==> src/rtl/alarm_pkg.sv <==
package alarm_pkg;
  localparam int NFIELD = 4;
  localparam int DW     = 8;

  typedef enum logic [1:0] {
    K_SEC  = 2'd0,
    K_MIN  = 2'd1,
    K_HOUR = 2'd2,
    K_DATE = 2'd3
  } field_kind_e;

  // Bits of a byte that take part in legality checks and comparison
  function automatic logic [6:0] field_bits(field_kind_e k, logic [7:0] v);
    if (k == K_SEC || k == K_MIN) return v[6:0];
    return {1'b0, v[5:0]};
  endfunction

  function automatic logic value_legal(field_kind_e k, logic [7:0] v);
    logic [3:0] units;
    logic [2:0] tens;
    units = v[3:0];
    case (k)
      K_SEC, K_MIN: begin
        tens = v[6:4];
        return (units <= 4'd9) && (tens <= 3'd5);
      end
      K_HOUR: begin
        tens = {1'b0, v[5:4]};
        return (units <= 4'd9) &&
               ((tens < 3'd2) || ((tens == 3'd2) && (units <= 4'd3)));
      end
      default: begin
        return (units <= 4'd9) && (v[5:0] != 6'd0);
      end
    endcase
  endfunction
endpackage

==> src/rtl/alarm_field_reg.sv <==
module alarm_field_reg
  import alarm_pkg::*;
#(
  parameter field_kind_e KIND = K_SEC,
  parameter int          IDX  = 0,
  parameter int          AW   = 2
) (
  input  logic          clk,
  input  logic          rst,
  input  logic          wr_en,
  input  logic [AW-1:0] wr_addr,
  input  logic [DW-1:0] wr_data,
  input  logic [DW-1:0] tod,
  output logic [DW-1:0] value,
  output logic          masked,
  output logic          eq
);
  logic sel;
  logic legal;
  logic unused_tod_top;

  assign sel    = wr_en && (wr_addr == AW'(IDX));
  assign legal  = value_legal(KIND, wr_data);
  assign masked = value[DW-1];
  assign eq     = (field_bits(KIND, value) == field_bits(KIND, tod));
  assign unused_tod_top = ^tod[7:6];

  always_ff @(posedge clk) begin
    if (rst)                value <= '0;
    else if (sel && legal)  value <= wr_data;
  end

  // Covers R3, R4 and R5 for the field this instance holds
  p_reject_hold_r3: assert property (@(posedge clk) disable iff (rst)
    (sel && !legal) |=> $stable(value));

  p_accept_store_r2: assert property (@(posedge clk) disable iff (rst)
    (sel && legal) |=> (value == $past(wr_data)));
endmodule

==> src/rtl/alarm_rate_decode.sv <==
module alarm_rate_decode
  import alarm_pkg::*;
(
  input  logic [NFIELD-1:0] mask,     // [0]=sec [1]=min [2]=hour [3]=date
  output logic [NFIELD-1:0] cmp_en
);
  always_comb begin
    case (mask)
      4'b0000: cmp_en = 4'b1111;  // monthly
      4'b1000: cmp_en = 4'b0111;  // daily
      4'b1100: cmp_en = 4'b0011;  // hourly
      4'b1110: cmp_en = 4'b0001;  // every minute
      default: cmp_en = 4'b0000;  // every second
    endcase
  end
endmodule

==> src/rtl/alarm_match.sv <==
module alarm_match
  import alarm_pkg::*;
(
  input  logic              clk,
  input  logic              rst,
  input  logic              tick,
  input  logic [NFIELD-1:0] cmp_en,
  input  logic [NFIELD-1:0] eq,
  output logic              irq
);
  logic hit;

  always_comb begin
    hit = 1'b1;
    for (int i = 0; i < NFIELD; i++)
      if (cmp_en[i] && !eq[i]) hit = 1'b0;
  end

  always_ff @(posedge clk) begin
    if (rst) irq <= 1'b0;
    else     irq <= tick && hit;
  end

  p_irq_needs_tick_r11: assert property (@(posedge clk) disable iff (rst)
    irq |-> $past(tick));

  p_every_tick_r10: assert property (@(posedge clk) disable iff (rst)
    (tick && (cmp_en == '0)) |=> irq);

  p_monthly_mismatch_r6: assert property (@(posedge clk) disable iff (rst)
    (tick && (&cmp_en) && !(&eq)) |=> !irq);

  p_second_field_r9: assert property (@(posedge clk) disable iff (rst)
    (tick && cmp_en[0] && !eq[0]) |=> !irq);
endmodule

==> src/rtl/rtc_alarm_match.sv <==
module rtc_alarm_match
  import alarm_pkg::*;
#(
  parameter int AW = $clog2(NFIELD)
) (
  input  logic          clk,
  input  logic          rst,
  input  logic          wr_en,
  input  logic [AW-1:0] wr_addr,
  input  logic [DW-1:0] wr_data,
  input  logic [AW-1:0] rd_addr,
  output logic [DW-1:0] rd_data,
  input  logic [DW-1:0] tod_sec,
  input  logic [DW-1:0] tod_min,
  input  logic [DW-1:0] tod_hour,
  input  logic [DW-1:0] tod_date,
  input  logic          tick,
  output logic          alarm_irq
);
  logic [NFIELD-1:0][DW-1:0] tod_vec;
  logic [NFIELD-1:0][DW-1:0] regs;
  logic [NFIELD-1:0]         mask;
  logic [NFIELD-1:0]         eq;
  logic [NFIELD-1:0]         cmp_en;

  assign tod_vec = {tod_date, tod_hour, tod_min, tod_sec};

  for (genvar g = 0; g < NFIELD; g++) begin : g_field
    alarm_field_reg #(
      .KIND (field_kind_e'(g)),
      .IDX  (g),
      .AW   (AW)
    ) u_reg (
      .clk     (clk),
      .rst     (rst),
      .wr_en   (wr_en),
      .wr_addr (wr_addr),
      .wr_data (wr_data),
      .tod     (tod_vec[g]),
      .value   (regs[g]),
      .masked  (mask[g]),
      .eq      (eq[g])
    );
  end

  alarm_rate_decode u_dec (
    .mask   (mask),
    .cmp_en (cmp_en)
  );

  alarm_match u_match (
    .clk    (clk),
    .rst    (rst),
    .tick   (tick),
    .cmp_en (cmp_en),
    .eq     (eq),
    .irq    (alarm_irq)
  );

  always_ff @(posedge clk) begin
    if (rst) rd_data <= '0;
    else     rd_data <= regs[rd_addr];
  end

  p_reset_quiet_r1: assert property (@(posedge clk)
    rst |=> (!alarm_irq && (rd_data == '0)));
endmodule

==> config.mk <==
export PLATFORM = sky130hd
export DESIGN_NAME = rtc_alarm_match
export DESIGN_NICKNAME = d
export VERILOG_FILES = /design/src/rtl/alarm_pkg.sv /design/src/rtl/alarm_field_reg.sv /design/src/rtl/alarm_rate_decode.sv /design/src/rtl/alarm_match.sv /design/src/rtl/rtc_alarm_match.sv
export SDC_FILE = /design/constraint.sdc
export NUM_CORES = 1
export LEC_CHECK = 0
export ABC_AREA = 1
export BUFFER_PORTS_ARGS = -buffer_cell sky130_fd_sc_hd__buf_2
export CAP_MARGIN = 20
export CELL_PAD_IN_SITES_DETAIL_PLACEMENT = 1
export CELL_PAD_IN_SITES_GLOBAL_PLACEMENT = 1
export CORE_MARGIN = 4
export CORE_UTILIZATION = 35
export CTS_BUF_LIST = sky130_fd_sc_hd__clkbuf_4 sky130_fd_sc_hd__clkbuf_8
export DETAILED_ROUTE_END_ITERATION = 8
export GPL_TIMING_DRIVEN = 0
export PLACE_DENSITY = 0.87
export SYNTH_ARGS = -nofsm -noshare
export SYNTH_HDL_FRONTEND = slang
export SYNTH_SLANG_ARGS = --single-unit
==> constraint.sdc <==
create_clock -name clk -period 1.2 [get_ports clk]
set_input_delay 0.06 -clock clk [delete_from_list [all_inputs] [get_ports clk]]
set_output_delay 0.06 -clock clk [all_outputs]
set_load 0.1 [all_outputs]
==> out/results.ini <==
[run_status]
outcome = completed

[floorplanning]
row_count = 28
coreArea_um2 = 5956
start_util = 0.3628
dieWidth_um = 86.58
io_pins = 57
dieArea_um2 = 7495
die_h_um = 86.58

[timing]
final-max-slew-violation-count = 0
fin_skew_ns = 0.002587
maxClockFrequency_mhz = 860.7
period_needed_ns = 1.162
hold_viol_final = 0
fin_crit_sh = 0.9682
tightest_slew_ns = 0.5310
rsz0062_at_grt = true
max-slew-margin-rel = 0.6460
hold_ws_ns = 0.07878
setup_ws_ns = 0.03822
setup_viol_count_final = 0

[clocking]
cts_sinks = 41
path_clk_slew_ns = 0.08
clk_path_buf_depth = 2
cts_inserted_buffers = 5
cts-root-buf = clkbuf_8
cts_max_level = 2
clk_latency_ns = 0.30
cts_tree = yes

[final_layout]
syn_to_final_growth_pct = 23.39
fillers = 844
antenna_cells = 0
seqCellArea_um2 = 830.8
drive_above_1_share = 0.2284
final_nets = 441
multiInputGateArea_um2 = 1082
final_core_util = 0.4477

[synthesis]
yosysUniqueCellTypes = 23
syn_avg_cell_area_um2 = 6.489
netlist_area_um2 = 2161
syn_inst = 333
yosysWarningCount = 0
synth_nets = 381
synth_seq_cells = 41
seq_area_frac_synth = 0.3798

[routing]
wl_per_cell_um = 14.85
drtIter0Drc = 104
first_pass_iters = 4
postRouteAntennaNets = 0
drt_wl_total_mm = 6.964
drc = 0
via_count = 2352
vias_per_cell = 5.015

[setup_path]
reg2regPathDepth = 10
start_kind = flip-flop
crit_type = reg -> reg
critPathCaptureType = flip-flop
critPathRequiredTime_ns = 1.46
critPathMaxFanout = 3
critPathArrivalTime_ns = 1.42

[global_route]
top_usage_layer = met2
grt_overflow = 0
groute.usage.overall = 0.1960
grt_start_max_net_pins = 13
antenna_found_initial = 0
grtUsageMet1 = 0.2371
grt_pass1_wl_mm = 11.40
gr-usage-met2 = 0.3435
use_met3 = 0.02947
grt_pass1_vias = 2452

[min_path]
hold_class = in -> reg
worstHoldPathCells = 3

[job]
cap_violations = 0

[power_and_ir_drop]
vdd_drop_max_uv = 558.7
power_leakage_nw = 1.223
powerDensity_nw_per_um2 = 1151
finalPower_mw = 3.070

[placement]
finalWeightedCongestion = 0.8358
place_ws_ns = -0.1191
place_hpwl_mm = 5.463
io_buffer_count = 50

==> what timing repair did <==
action                                  4_1_cts  5_1_grt
hold buffers                                  2        0
pin swaps                                     1       13
endpoints found under the setup margin        1        1
setup buffers                                 0        1
resized for setup                             5       13
endpoints found under the hold margin         2        0
==> logic make-up after synthesis <==
family | Yosys count | share of synthesized area
AND/OR/NAND/NOR | 116 | 0.2264
flip-flops | 41 | 0.3799
XOR/XNOR | 4 | 0.01621
AO/OA/AOI/OAI | 102 | 0.2478
buffers and inverters | 70 | 0.1297
==> layout make-up <==
| cell class | count | area share |
|---|---|---|
| repair buffers | 53 | 0.1042 |
| inverters | 59 | 0.08306 |
| plain buffers | 11 | 0.02206 |
| clock buffers | 7 | 0.03613 |
| multi-input cells | 222 | 0.4059 |
| flip-flops and latches | 41 | 0.3116 |
| well taps | 75 | 0.03519 |
| clock inverters | 1 | 0.001877 |
==> worst max-delay path, stage by stage (launching register included) <==
cell	delay [ns]
dfxtp_2	0.35
inv_1	0.06
nand2_1	0.06
nand2_1	0.06
nor2_1	0.10
nand2_1	0.09
nor2_4	0.12
nand3_1	0.09
nand2_1	0.08
nand2_1	0.05
inv_1	0.04
==> per-layer routing <==
layer  part of all wire  up-vias  routed length, µm
li1                   -     1176                  -
met1               0.42     1111               2941
met2               0.51       55               3552
met3              0.046       10                320
met4              0.021        0                149
met5                  0        -                  0
==> Yosys cell counts <==
cell type / number / share of area
nor2_2: 1 / 0.0029
inv_1: 58 / 0.10
or2_1: 1 / 0.0029
nor2_1: 14 / 0.024
nand2_1: 82 / 0.14
buf_6: 2 / 0.010
nor3_1: 2 / 0.0046
nor3_4: 2 / 0.015
clkbuf_1: 7 / 0.012
buf_2: 2 / 0.0046
a211oi_2: 1 / 0.0058
dfxtp_1: 41 / 0.38
o21ai_2: 2 / 0.0081
o21ai_1: 4 / 0.0093
a21oi_1: 54 / 0.13
xnor2_1: 4 / 0.016
o21bai_1: 1 / 0.0035
inv_2: 1 / 0.0017
o21ai_0: 37 / 0.086
nand2_2: 2 / 0.0058
o211ai_1: 3 / 0.010
or2_2: 1 / 0.0029
nand3_1: 11 / 0.025
==> per-stage QoR <==
stage	setup TNS, ns	cell area, µm²	instances
2_1_floorplan	0	2161	333
5_1_grt	-0.06619	2666	469
6_report	0	2666	469
4_1_cts	0	2639	468
3_5_place_dp	-0.9424	2505	458
3_3_place_gp	-0.4420	2505	458
==> where the power goes <==
group	switching, mW	total (mW)	leakage [nW]	internal, mW
combinational	0.411	0.596	0.831	0.185
clock	0.510	1.03	0.0542	0.520
sequential	0.0286	1.44	0.337	1.41
total	0.950	3.07	1.22	2.12
==> worst paths after layout <==
path,start,endpoint,slack [ns]
worst max register to register,g_field[0].u_reg.value[1],u_match.irq,0.04
worst min register to register,g_field[2].u_reg.value[6],g_field[2].u_reg.value[6],0.47
worst max-delay path,g_field[0].u_reg.value[1],u_match.irq,0.04
worst min-delay path,wr_data[4],g_field[3].u_reg.value[4],0.08
==> sequential cells by signal, summed over array words and instances (netlist names) <==
| name | cells |
|---|---|
| g_field.u_reg.value | 32 |
| rd_data | 8 |
| u_match.irq | 1 |
==> cell usage in the layout (no fill, tap or decap), types with 3 or more instances in the layout <==
cell type  synthesis  layout
buf_2              2      52
o21ai_1            4       4
o211ai_1           3       3
dfxtp_2            0       8
nand2_2            2       3
nand3_1           11      10
dfxtp_1           41      33
inv_2              1       4
clkbuf_8           0       7
nand2_1           82      81
nor2_1            14      10
inv_1             58      55
clkbuf_1           7       7
a21oi_1           54      54
o21ai_0           37      37
xnor2_1            4       4
nor2_2             1       4
Note: power is estimated with default switching activity, not from simulation.
